$ cat src/rtl/amo_pkg.sv
package amo_pkg;

   typedef enum logic [2:0] {
      OP_LOAD   = 3'd0,
      OP_STORE  = 3'd1,
      OP_PSTORE = 3'd2,
      OP_SETB   = 3'd3,
      OP_SWAP   = 3'd4,
      OP_CAS32  = 3'd5,
      OP_CAS64  = 3'd6
   } amo_op_e;

   typedef enum logic [1:0] {
      S_IDLE  = 2'd0,
      S_RD    = 2'd1,
      S_RWAIT = 2'd2,
      S_WR    = 2'd3
   } amo_st_e;

   function automatic logic op_is_atomic(amo_op_e op);
      return (op == OP_SETB) || (op == OP_SWAP) || (op == OP_CAS32) || (op == OP_CAS64);
   endfunction

   function automatic logic op_is_cas(amo_op_e op);
      return (op == OP_CAS32) || (op == OP_CAS64);
   endfunction

endpackage

$ cat src/rtl/amo_lane_place.sv
// Places the low 2^size bytes of a value at byte offset ofs (big-endian lanes)
// and produces the lane enables and per-bit enables of that window.
module amo_lane_place #(
   parameter int DATA_W = 64,
   parameter int OFS_W  = 3,
   parameter int SZ_W   = 2
) (
   input  logic [DATA_W-1:0]   value,
   input  logic [OFS_W-1:0]    ofs,
   input  logic [SZ_W-1:0]     size,
   output logic [DATA_W/8-1:0] lanes,
   output logic [DATA_W-1:0]   bits,
   output logic [DATA_W-1:0]   placed
);
   localparam int BYTES = DATA_W / 8;

   logic [OFS_W:0]      nb;
   logic [OFS_W:0]      shamt;
   logic [DATA_W-1:0]   trimmed;

   assign nb    = (OFS_W+1)'(1) << size;
   assign shamt = (OFS_W+1)'(BYTES) - {1'b0, ofs} - nb;

   for (genvar i = 0; i < BYTES; i++) begin : g_lane
      assign trimmed[8*i +: 8] = ((OFS_W+1)'(i) < nb) ? value[8*i +: 8] : 8'h00;
      assign lanes[i]          = ((OFS_W+1)'(i) >= shamt) && ((OFS_W+1)'(i) < shamt + nb);
      assign bits[8*i +: 8]    = {8{lanes[i]}};
   end

   assign placed = trimmed << {shamt, 3'b000};

endmodule

$ cat src/rtl/amo_lane_pick.sv
// Extracts the 2^size bytes at offset ofs of a big-endian word and extends them.
module amo_lane_pick #(
   parameter int DATA_W = 64,
   parameter int OFS_W  = 3,
   parameter int SZ_W   = 2
) (
   input  logic [DATA_W-1:0] word,
   input  logic [OFS_W-1:0]  ofs,
   input  logic [SZ_W-1:0]   size,
   input  logic              sext,
   output logic [DATA_W-1:0] value
);
   localparam int BYTES = DATA_W / 8;

   logic [OFS_W:0]      nb;
   logic [OFS_W:0]      shamt;
   logic [DATA_W-1:0]   shifted;
   logic [OFS_W+2:0]    sidx;
   logic                fill;

   assign nb      = (OFS_W+1)'(1) << size;
   assign shamt   = (OFS_W+1)'(BYTES) - {1'b0, ofs} - nb;
   assign shifted = word >> {shamt, 3'b000};
   assign sidx    = (OFS_W+3)'({nb, 3'b000} - (OFS_W+4)'(1));
   assign fill    = sext & shifted[sidx];

   for (genvar i = 0; i < BYTES; i++) begin : g_byte
      assign value[8*i +: 8] = ((OFS_W+1)'(i) < nb) ? shifted[8*i +: 8] : {8{fill}};
   end

endmodule

$ cat src/rtl/amo_seq.sv
module amo_seq
   import amo_pkg::*;
#(
   parameter int ADDR_W = 16,
   parameter int ID_W   = 4,
   parameter int FLAG_W = 4,
   parameter int DATA_W = 64,
   localparam int BYTES = DATA_W / 8,
   localparam int OFS_W = $clog2(BYTES),
   localparam int SZ_W  = $clog2(OFS_W + 1)
) (
   input  logic              clk,
   input  logic              rst_n,
   input  logic              cas_skip_dummy,
   input  logic              req_valid,
   output logic              req_ready,
   input  logic [2:0]        req_op,
   input  logic [SZ_W-1:0]   req_size,
   input  logic              req_signed,
   input  logic [ADDR_W-1:0] req_addr,
   input  logic [DATA_W-1:0] req_wdata,
   input  logic [DATA_W-1:0] req_cmp,
   input  logic [BYTES-1:0]  req_pmask,
   input  logic [ID_W-1:0]   req_id,
   input  logic [FLAG_W-1:0] req_flag,
   output logic              mem_valid,
   input  logic              mem_ready,
   output logic              mem_write,
   output logic              mem_lock,
   output logic [ADDR_W-1:0] mem_addr,
   output logic [BYTES-1:0]  mem_mask,
   output logic [DATA_W-1:0] mem_wdata,
   output logic [ID_W-1:0]   mem_id,
   output logic [FLAG_W-1:0] mem_flag,
   input  logic              mem_rvalid,
   input  logic [DATA_W-1:0] mem_rdata,
   output logic              rsp_valid,
   output logic [DATA_W-1:0] rsp_data,
   output logic [ID_W-1:0]   rsp_id,
   output logic              align_err
);

   if ((DATA_W % 8) != 0 || (1 << OFS_W) != BYTES) begin : g_bad_width
      $error("amo_seq: DATA_W must be eight times a power of two");
   end
   if (ADDR_W <= OFS_W) begin : g_bad_addr
      $error("amo_seq: ADDR_W must exceed the lane offset width");
   end

   localparam logic [SZ_W-1:0] SZ_BYTE = SZ_W'(0);
   localparam logic [SZ_W-1:0] SZ_WORD = SZ_W'(2);
   localparam logic [SZ_W-1:0] SZ_FULL = SZ_W'(OFS_W);

   function automatic logic [SZ_W-1:0] eff_size(amo_op_e op, logic [SZ_W-1:0] sz);
      case (op)
         OP_SETB:                    return SZ_BYTE;
         OP_SWAP, OP_CAS32:          return SZ_WORD;
         OP_CAS64, OP_PSTORE:        return SZ_FULL;
         default:                    return sz;
      endcase
   endfunction

   amo_st_e             st_q;
   amo_op_e             op_q;
   logic [SZ_W-1:0]     size_q;
   logic                sext_q;
   logic [ADDR_W-1:0]   addr_q;
   logic [DATA_W-1:0]   wval_q, cmp_q, old_q;
   logic [BYTES-1:0]    pmask_q;
   logic [ID_W-1:0]     id_q;
   logic [FLAG_W-1:0]   flag_q;
   logic                rsp_valid_q, err_q;
   logic [DATA_W-1:0]   rsp_data_q;
   logic [ID_W-1:0]     rsp_id_q;

   // request decode
   amo_op_e             in_op;
   logic [SZ_W-1:0]     in_size;
   logic [OFS_W-1:0]    in_amask;
   logic                in_bad;

   assign in_op    = amo_op_e'(req_op);
   assign in_size  = eff_size(in_op, req_size);
   assign in_amask = OFS_W'((1 << in_size) - 1);
   assign in_bad   = |(req_addr[OFS_W-1:0] & in_amask);

   // lane datapath
   logic [OFS_W-1:0]    ofs;
   logic [DATA_W-1:0]   new_val, new_placed, cmp_placed, lane_bits, cmp_bits_unused;
   logic [BYTES-1:0]    lanes, cmp_lanes_unused;
   logic [DATA_W-1:0]   seen_word, pick_val;
   logic                cas_hit, atomic_q;

   assign ofs      = addr_q[OFS_W-1:0];
   assign atomic_q = op_is_atomic(op_q);
   assign new_val  = (op_q == OP_SETB) ? '1 : wval_q;

   amo_lane_place #(.DATA_W(DATA_W), .OFS_W(OFS_W), .SZ_W(SZ_W)) u_place_new (
      .value(new_val), .ofs(ofs), .size(size_q),
      .lanes(lanes), .bits(lane_bits), .placed(new_placed));

   amo_lane_place #(.DATA_W(DATA_W), .OFS_W(OFS_W), .SZ_W(SZ_W)) u_place_cmp (
      .value(cmp_q), .ofs(ofs), .size(size_q),
      .lanes(cmp_lanes_unused), .bits(cmp_bits_unused), .placed(cmp_placed));

   assign seen_word = (st_q == S_RWAIT) ? mem_rdata : old_q;
   assign cas_hit   = ~|((seen_word ^ cmp_placed) & lane_bits);

   amo_lane_pick #(.DATA_W(DATA_W), .OFS_W(OFS_W), .SZ_W(SZ_W)) u_pick (
      .word(seen_word), .ofs(ofs), .size(size_q),
      .sext(sext_q & (op_q == OP_LOAD)), .value(pick_val));

   // memory port
   logic [BYTES-1:0] wr_mask;

   always_comb begin
      case (op_q)
         OP_PSTORE:          wr_mask = pmask_q;
         OP_CAS32, OP_CAS64: wr_mask = cas_hit ? lanes : '0;
         default:            wr_mask = lanes;
      endcase
   end

   assign req_ready = (st_q == S_IDLE);
   assign mem_valid = (st_q == S_RD) || (st_q == S_WR);
   assign mem_write = (st_q == S_WR);
   assign mem_lock  = atomic_q && (st_q != S_IDLE);
   assign mem_addr  = {addr_q[ADDR_W-1:OFS_W], OFS_W'(0)};
   assign mem_mask  = (st_q == S_WR) ? wr_mask : lanes;
   assign mem_wdata = (op_q == OP_PSTORE) ? wval_q : new_placed;
   assign mem_id    = id_q;
   assign mem_flag  = flag_q;

   assign rsp_valid = rsp_valid_q;
   assign rsp_data  = rsp_data_q;
   assign rsp_id    = rsp_id_q;
   assign align_err = err_q;

   // sequencer
   always_ff @(posedge clk or negedge rst_n) begin
      if (!rst_n) begin
         st_q        <= S_IDLE;
         op_q        <= OP_LOAD;
         size_q      <= '0;
         sext_q      <= 1'b0;
         addr_q      <= '0;
         wval_q      <= '0;
         cmp_q       <= '0;
         old_q       <= '0;
         pmask_q     <= '0;
         id_q        <= '0;
         flag_q      <= '0;
         rsp_valid_q <= 1'b0;
         rsp_data_q  <= '0;
         rsp_id_q    <= '0;
         err_q       <= 1'b0;
      end else begin
         rsp_valid_q <= 1'b0;
         err_q       <= 1'b0;
         case (st_q)
            S_IDLE: if (req_valid) begin
               if (in_bad) begin
                  err_q    <= 1'b1;
                  rsp_id_q <= req_id;
               end else begin
                  op_q    <= in_op;
                  size_q  <= in_size;
                  sext_q  <= req_signed;
                  addr_q  <= req_addr;
                  wval_q  <= req_wdata;
                  cmp_q   <= req_cmp;
                  pmask_q <= req_pmask;
                  id_q    <= req_id;
                  flag_q  <= req_flag;
                  st_q    <= (in_op == OP_STORE || in_op == OP_PSTORE) ? S_WR : S_RD;
               end
            end
            S_RD: if (mem_ready) st_q <= S_RWAIT;
            S_RWAIT: if (mem_rvalid) begin
               old_q <= mem_rdata;
               if (op_q == OP_LOAD ||
                   (op_is_cas(op_q) && !cas_hit && cas_skip_dummy)) begin
                  rsp_valid_q <= 1'b1;
                  rsp_data_q  <= pick_val;
                  rsp_id_q    <= id_q;
                  st_q        <= S_IDLE;
               end else begin
                  st_q <= S_WR;
               end
            end
            S_WR: if (mem_ready) begin
               rsp_valid_q <= 1'b1;
               rsp_data_q  <= atomic_q ? pick_val : '0;
               rsp_id_q    <= id_q;
               st_q        <= S_IDLE;
            end
            default: st_q <= S_IDLE;
         endcase
      end
   end

endmodule

$ cat config.mk
export PLATFORM = sky130hd
export DESIGN_NAME = amo_seq
export DESIGN_NICKNAME = d
export VERILOG_FILES = /design/src/rtl/amo_pkg.sv /design/src/rtl/amo_lane_place.sv /design/src/rtl/amo_lane_pick.sv /design/src/rtl/amo_seq.sv
export SDC_FILE = /design/constraint.sdc
export NUM_CORES = 1
export LEC_CHECK = 0
export CORE_ASPECT_RATIO = 0.75
export CORE_MARGIN = 8
export CORE_UTILIZATION = 45
export CTS_BUF_LIST = sky130_fd_sc_hd__clkbuf_8
export DETAILED_ROUTE_END_ITERATION = 8
export DONT_BUFFER_PORTS = 1
export PLACE_DENSITY = 0.6
export RECOVER_POWER = 25
export SYNTH_ARGS = -nofsm -noshare
export SYNTH_HDL_FRONTEND = slang
export SYNTH_HIERARCHICAL = 1
export SYNTH_SLANG_ARGS = --single-unit
$ cat constraint.sdc
create_clock -name clk -period 13.8 [get_ports clk]
set_input_delay 2.76 -clock clk [delete_from_list [all_inputs] [get_ports clk]]
set_output_delay 2.76 -clock clk [all_outputs]
set_load 0.02 [all_outputs]
Yosys cells after proc, flatten, opt, wreduce, memory -nomap -nowiden
Index checks and enable logic that the tools add are counted.
Storage, ports and cells
  bits in registers: 302
  input bits: 236
  output and inout bits: 170
  logic and storage cells: 169
Operators by class
  $add $sub $neg: 5
  order comparisons: 25
  equal/unequal tests: 21
  shift-type cells: 5
  mux-type cells: 59
  bitwise logic cells: 6
  reductions and logical operators: 33
Operators by type and width (count)
  $mux 64: 7
  $mux 8: 26
  $pmux 64 s2: 1
  $shl 64x7->64: 2
  $and 64x64->64: 1
  $reduce_or 64->1: 1
  $shr 64x7->64: 1
  $xor 64x64->64: 1
  $lt 3x4->1 const A: 8
  $mux 4: 5
  $eq 3x3->1 const B: 6
  $ge 3x4->1 const A: 4
  $lt 1x4->1 const A: 4
  $lt 2x4->1 const A: 4
  $pmux 8 s2: 1
  $mux 2: 7
  $eq 3x2->1 const B: 4
  $pmux 4 s3: 1
  $logic_and 1x1->1: 11
  $ne 2x2->1 const B: 5
  $ge 1x4->1 const A: 2
  $ge 2x4->1 const A: 2
  $pmux 2 s4: 1
  $logic_or 1x1->1: 7
  30 further kinds: 42

Logic depth before layout (Yosys ltp)
Gate-level depths: netlist of the first run.
  word-level depth: 13
  mapped depth: 24
  depth with buffers taken out: 18

By module
Netlist of the first run, hierarchy kept.
Modules (own cells, without submodules)
  amo_seq: instances 1, cells an instance 1562, area each 16469.5 µm², sequential area each 7557.2 µm²
  amo_lane_place: instances 2, cells an instance 384, area each 2728.9 µm², sequential area each 0.0 µm²
  amo_lane_pick: instances 1, cells an instance 359, area each 2478.6 µm², sequential area each 0.0 µm²

Least setup slack after synthesis of the first run
OpenSTA, ideal clock, no wires.
  kind: reg-to-output
  from: register size_q[0]
  to: output port mem_mask[0]
  arrival: 5.390 ns
  data required time: 11.040 ns
  slack: 5.650 ns
  cell stages (with the launch flop): 22
  buffers on the path: 3
  cell sequence: dfrtp_1 -> clkbuf_1 -> nor2b_1 -> xnor2_1 -> ha_1 -> inv_1 -> fa_1 -> inv_1 -> buf_1 -> ha_1 -> or2_2 -> o22ai_1 -> a21boi_0 -> buf_4 -> nand2b_1 -> mux2i_1 -> a2111oi_0 -> nand4_1 -> nor4_2 -> a21oi_1 -> o21ai_1 -> a22o_1
On the way
  cells in the longest elaborated chain, start to end: 10
  elaborated cells on any way between the ends: 50
  classes of those cells: add/sub (2); order compare (24); shift (2); mux (11); bitwise (2); reduce/logical (9)
RTL lines
  from (decl): line amo_seq.sv:65  | logic [SZ_W-1:0] size_q;
  from (signal assigned): line amo_seq.sv:167  | size_q <= in_size;
  $shl 1x2->4 (*): line amo_lane_place.sv:21  | assign nb = (OFS_W+1)'(1) << size;
  $sub 4x4->4: line amo_lane_place.sv:22  | assign shamt = (OFS_W+1)'(BYTES) - {1'b0, ofs} - nb;
  $add 4x4->4
  $lt 1x4->1
  $logic_and 1x1->1 (*)
  named net lane_bits[0]: line amo_seq.sv:89  | logic [DATA_W-1:0] new_val, new_placed, cmp_placed, lane_bits, cmp_bits_unused;
  $and 64x64->64: line amo_seq.sv:107  | assign cas_hit = ~|((seen_word ^ cmp_placed) & lane_bits);
  $reduce_or 64->1: line amo_seq.sv:107
  $mux 8: line amo_seq.sv:119  | OP_CAS32, OP_CAS64: wr_mask = cas_hit ? lanes : '0;
  $pmux 8 s2: line amo_seq.sv:117  | case (op_q)
  $mux 8 (*): line amo_seq.sv:129  | assign mem_mask = (st_q == S_WR) ? wr_mask : lanes;
  to (decl): line amo_seq.sv:31  | output logic [BYTES-1:0] mem_mask,
The timed path passes the listed nets; every way through them passes the cells marked *.

Worst setup path after layout of the first run
  from: register size_q[1]
  to: output port mem_mask[1]
On the way
  cells in the longest elaborated chain, start to end: 10
  elaborated cells on any way between the ends: 50
  classes of those cells: add/sub (2); order compare (24); shift (2); mux (11); bitwise (2); reduce/logical (9)
RTL lines (line)
  $shl 1x2->4 (*): amo_lane_place.sv:21
  $sub 4x4->4: amo_lane_place.sv:22
  $add 4x4->4
  $lt 2x4->1
  $logic_and 1x1->1 (*)
  named net lane_bits[24]: amo_seq.sv:89
  $and 64x64->64 (*): amo_seq.sv:107
  $reduce_or 64->1 (*): amo_seq.sv:107
  $mux 8 (*): amo_seq.sv:119
  $pmux 8 s2 (*): amo_seq.sv:117
  $mux 8 (*): amo_seq.sv:129
Marks and branches as above.

==> results.sh, run 1 <==
export IMPL_status="completed"
export IMPL_clk_latency_ps=660
export IMPL_core_sq_um=52500
export IMPL_path_max_fanout=51
export IMPL_layout_nets=2647
export IMPL_drc=0
export IMPL_worst_r2r_endpoint="rsp_data[19]$_DFFE_PN0P_"
export IMPL_synth_area_per_cell_sq_um=9.14
export IMPL_hold_start="old_q[52]$_DFFE_PN0P_"
export IMPL_numCtsBuffers=51
export IMPL_portBuffers=0
export IMPL_setup_tns_final_ps=0
export IMPL_arrival_ps=7320
export IMPL_grt_usage_pct=27.9
export IMPL_first_iter_violations=2210
export IMPL_cts_setup_buffers=0
export IMPL_crit_path_end_kind="output pin"
export IMPL_ant_nets=0
export IMPL_die_area_sq_um=60400
export IMPL_cts_hold_buffers=0
export IMPL_synth_warnings=6
export IMPL_grt_pass1_wl_um=131000
export IMPL_finalCritPeriodShare_pct=73.1
export IMPL_htree_levels=2
export IMPL_tritoncts="done"
export IMPL_area_growth_syn_to_layout_pct=2.82
export IMPL_drv_cap=0
export IMPL_syn_area_sq_um=23700
export IMPL_rsz0062_at_grt="false"
export IMPL_rr_startpoint="size_q[1]$_DFFE_PN0P_"
export IMPL_worst_setup_path_type="reg2out"
export IMPL_critPathMaxStageDelay_ps=700
export IMPL_die_width_um=281
export IMPL_cp_slowest_cell="o21ai_1"
export IMPL_wirelength_um=87400
export IMPL_grt_ovfl_total=0
export IMPL_regToRegSetupSlack_ps=6360
export IMPL_tightest_slew_ps=1240
export IMPL_worstHoldEndpoint="old_q[52]$_DFFE_PN0P_"
export IMPL_cts_root_buf="clkbuf_8"
export IMPL_r2r_cells=21
export IMPL_critical_path_required_ps=11040
export IMPL_fin_crit_ps=10080
export IMPL_drv_slew=0
export IMPL_num_antenna_cells=0
export IMPL_final_hold_viol_count=0
export IMPL_whs_path_depth=2
export IMPL_gp_congestion=0.958
export IMPL_vias=19900
export IMPL_drive_gt1_share_pct=20.6
export IMPL_start_kind="flop"
export IMPL_slew_headroom_pct=17.3
export IMPL_post_dp_hpwl_um=65200
export IMPL_crit_chain="buf_4, or2_2, ha_4, ha_1, inv_1, fa_1, buf_4, inv_1, ha_1, or2_2, o22ai_1, nor2_1, nand2b_1, mux2i_1, a2111oi_0, nand4_1, nor4_2, a21oi_1, o21ai_1, a22o_1"
export IMPL_setup_viol=0
export IMPL_fp_dieH_um=215
export IMPL_clockBufferDepth=3
export IMPL_hold_class="reg2reg"
export IMPL_crit_family="simple AND/OR/NAND/NOR gates"
export IMPL_max_freq_mhz=99.2
export IMPL_syn_instance_count=2598
export IMPL_dr_pass1_iters=6
export IMPL_numClockSinks=302
export IMPL_vias_per_cell=6.35
export IMPL_skew_ps=49.8
export IMPL_wl_per_cell_um=27.8
export IMPL_grt_pass1_vias=19700
export IMPL_io_pins=406
export IMPL_worst_path_stages=20
export IMPL_cts_resized=0
export IMPL_grt_max_degree=303
export IMPL_path_buf_inv=4
export IMPL_clkSlewWorstSetupHoldPaths_ps=60
export IMPL_antenna_found_initial=4
export IMPL_initial_utilization_pct=45.2
export IMPL_rows=73
-- per-layer routing --
metal,GRT usage (%),share of wire [%],vias up
met2,43.3,45,979
met5,0,0.053,-
li1,-,-,8907
met1,37.6,42,9883
met4,6.89,2.5,8
met3,8.63,11,159
-- worst register-to-register path, delay by kind of cell, from the launching register on --
family | cells | cell delay, ps
and+or+nand+nor | 8 | 2710
muxes | 1 | 90
AOI/OAI and AO/OA | 3 | 1000
adders and majority gates | 4 | 1130
buffers and inverters | 5 | 2010
DFF | 1 | 360
-- layout make-up --
type	count	area, sq um
Clock buffer	64	881
Clock inverter	24	201
Fill cell	5027	28100
Inverter	28	105
Multi-Input combinational cell	1979	14500
Sequential cell	302	7560
Tap cell	712	891
Timing Repair Buffer	31	233
-- layout by cell type, fill, tap and decap left out, drive strengths merged, types with 33 or more instances in the layout --
| cell | instances |
|---|---|
| o221ai | 33 |
| nand2 | 404 |
| a21o | 66 |
| and2 | 41 |
| nor2b | 37 |
| nor2 | 81 |
| nor3 | 79 |
| mux2i | 187 |
| mux2 | 308 |
| o21ai | 98 |
| nand2b | 123 |
| a311o | 65 |
| a21oi | 119 |
| clkbuf | 64 |
| dfrtp | 302 |
| inv | 41 |
| o22ai | 35 |
-- metrics by stage --
step           instances  hold WS, ps  setup WS (ps)  util, %  instance area (sq um)
2_1_floorplan       2600          440           5650        -                  23700
3_3_place_gp        3052          451           4650     44.4                  23300
3_5_place_dp        3052          457           4480     44.4                  23300
4_1_cts             3140          472           3690     46.5                  24400
5_1_grt             3140          486           3310     46.5                  24400
6_report            3140          465           3720     46.5                  24400
-- flip-flops by register name, indices dropped and copies added (netlist names) --
signal,cells
cmp_q,64
old_q,64
rsp_data,64
wval_q,64
addr_q,16
pmask_q,8
mem_flag,4
mem_id,4
rsp_id,4
op_q,3
size_q,2
st_q,2
align_err,1
rsp_valid,1
sext_q,1
-- worst max-delay path by stage --
stage / startpoint / to / slack [ps]
final: size_q[1]$_DFFE_PN0P_ / mem_mask[1] / 3720
after global routing: size_q[1]$_DFFE_PN0P_ / mem_mask[3] / 3310
after CTS: size_q[1]$_DFFE_PN0P_ / mem_mask[1] / 3690
after detailed placement: size_q[1]$_DFFE_PN0P_ / mem_mask[1] / 4480
after global placement: size_q[1]$_DFFE_PN0P_ / mem_mask[1] / 4650
after floorplan: size_q[0]$_DFFE_PN0P_ / mem_mask[0] / 5650
Power of run 1 is not shown: default switching activity piles up to over one toggle a cycle in this logic, so the estimate is an artifact.
==> inputs of run 2 (changes only) <==
PLACE_DENSITY = 0.62   (was 0.6)
clock period = 8.2 ns   (was 13.8 ns; I/O delays follow)
==> run 2 against run 1 <==
  * Cell count up 0.64%
  * Die area unchanged
  * Sequential cell count unchanged
  * Sequential share of layout area down 0.38 points
  * Critical path depth up 3
  * Register-to-register slack worse by 4600 ps
  * First-iteration DRC count up 3.8%
  * Non-clock buffer count up 18
  * Routed wire length up 0.84%
  * Utilization up 0.59 points
  * Worst hold slack better by 5.7 ps
==> results.sh, run 2 (synthesized netlist as in run 1, its figures left out) <==
export IMPL_layout_common_cells="399 x nand2_1, 301 x dfrtp_1, 297 x mux2_2"
export IMPL_arrival_ps=6330
export IMPL_status="completed"
export IMPL_vias=20200
export IMPL_htree_levels=2
export IMPL_ant_nets=0
export IMPL_grt_usage_pct=27.9
export IMPL_drv_slew=0
export IMPL_fin_util_pct=47.1
export IMPL_die_area_sq_um=60400
export IMPL_grt_ovfl_total=0
export IMPL_post_dp_hpwl_um=65500
export IMPL_area_growth_syn_to_layout_pct=4.13
export IMPL_drv_cap=0
export IMPL_fp_dieH_um=215
export IMPL_dr_pass1_iters=5
export IMPL_clkSlewWorstSetupHoldPaths_ps=60
export IMPL_core_sq_um=52500
export IMPL_mostFrequentLayoutCell="nand2_1"
export IMPL_grt_pass1_vias=19600
export IMPL_skew_ps=40.1
export IMPL_die_width_um=281
export IMPL_start_kind="flop"
export IMPL_vias_per_cell=6.39
export IMPL_first_iter_violations=2293
export IMPL_rows=73
export IMPL_drc=0
export IMPL_worst_setup_path_type="reg2out"
export IMPL_whs_ps=471
export IMPL_io_pins=406
export IMPL_clk_latency_ps=650
export IMPL_clockBufferDepth=3
export IMPL_final_hold_viol_count=0
export IMPL_initial_utilization_pct=45.2
export IMPL_slew_headroom_pct=24.0
export IMPL_wirelength_um=88100
export IMPL_tritoncts="done"
export IMPL_numClockSinks=302
export IMPL_portBuffers=0
export IMPL_regToRegSetupSlack_ps=1780
export IMPL_crit_path_end_kind="output pin"
export IMPL_numCtsBuffers=51
export IMPL_finalCritPeriodShare_pct=97.2
export IMPL_wl_per_cell_um=27.9
export IMPL_drive_gt1_share_pct=21.5
export IMPL_fill_cells=4969
export IMPL_setup_viol=0
export IMPL_max_freq_mhz=125
export IMPL_antenna_found_initial=9
export IMPL_gp_congestion=0.945
export IMPL_hold_class="reg2reg"
export IMPL_path_max_fanout=15
export IMPL_num_antenna_cells=0
export IMPL_grt_pass1_wl_um=130000
export IMPL_fin_crit_ps=7970
export IMPL_layout_nets=2665
export IMPL_cts_root_buf="clkbuf_8"
export IMPL_critical_path_required_ps=6560
export IMPL_grt_max_degree=303
export IMPL_tightest_slew_ps=1140
==> run 2: routing by layer <==
metal / share of wire (%) / GRT usage, % / vias to the layer above
met5: 0.11 / 0 / -
met4: 2.2 / 5.88 / 16
met3: 11 / 8.56 / 166
met2: 44 / 42.6 / 1074
met1: 43 / 38.7 / 10000
li1: - / - / 8935
==> run 2: area by class of cell <==
cell class                 count  area, sq um  area share, %
tap                          712          891           3.60
clock inverter                25          219          0.886
sequential                   302         7560           30.6
multi-input combinational   1979        14600           59.2
timing repair buffer          49          422           1.71
clock buffer                  65          895           3.62
inverter                      28          105          0.425
==> run 2: worst max-delay path, stage by stage, from the launching register on <==
cell and delay (ps):
dfrtp_1 520, or2_2 410, ha_4 170, ha_1 170, inv_1 60, fa_1 420, inv_1 70, buf_4 260
ha_1 310, a21oi_1 170, xnor2_1 250, a21oi_1 350, buf_4 290, nand2b_1 90, mux2i_1 60, a2111oi_1 440
nand4_1 270, nor4_4 310, buf_4 180, a21oi_1 70, o21ai_1 180, buf_4 240, a22o_1 240, buf_12 130
==> run 2: worst paths after layout <==
| kind | start | to | cells past startpoint |
|---|---|---|---|
| setup / recovery | size_q[1]$_DFFE_PN0P_ | mem_mask[7] | 23 |
| hold / removal | old_q[0]$_DFFE_PN0P_ | old_q[0]$_DFFE_PN0P_ | 2 |
| setup reg to reg | size_q[1]$_DFFE_PN0P_ | rsp_data[16]$_DFFE_PN0P_ | 22 |
| hold reg to reg | old_q[0]$_DFFE_PN0P_ | old_q[0]$_DFFE_PN0P_ | 2 |
| max in group asynchronous | rst_n | size_q[0]$_DFFE_PN0P_ | 0 |
| min in group asynchronous | rst_n | cmp_q[18]$_DFFE_PN0P_ | 0 |
==> run 2: repair_timing <==
| item | in CTS | in global routing |
|---|---|---|
| endpoints found under the hold margin | 0 | 0 |
| gates cloned | 0 | 0 |
| hold buffers | 0 | 0 |
| setup buffers | 0 | 1 |
| gates resized for setup | 3 | 13 |
| pin swaps | 0 | 1 |
| setup endpoints to repair | 8 | 8 |
==> run 2: through the flow <==
step	instances	setup TNS (ps)	area, sq um	worst slack (ps)
floorplan	2600	0	23700	1170
global placement	3069	0	23500	753
detailed placement	3069	0	23500	568
CTS	3159	0	24600	17.2
global route	3160	-20.2	24700	-20.2
finish	3160	0	24700	229
Power of run 2 is left out for the same reason.
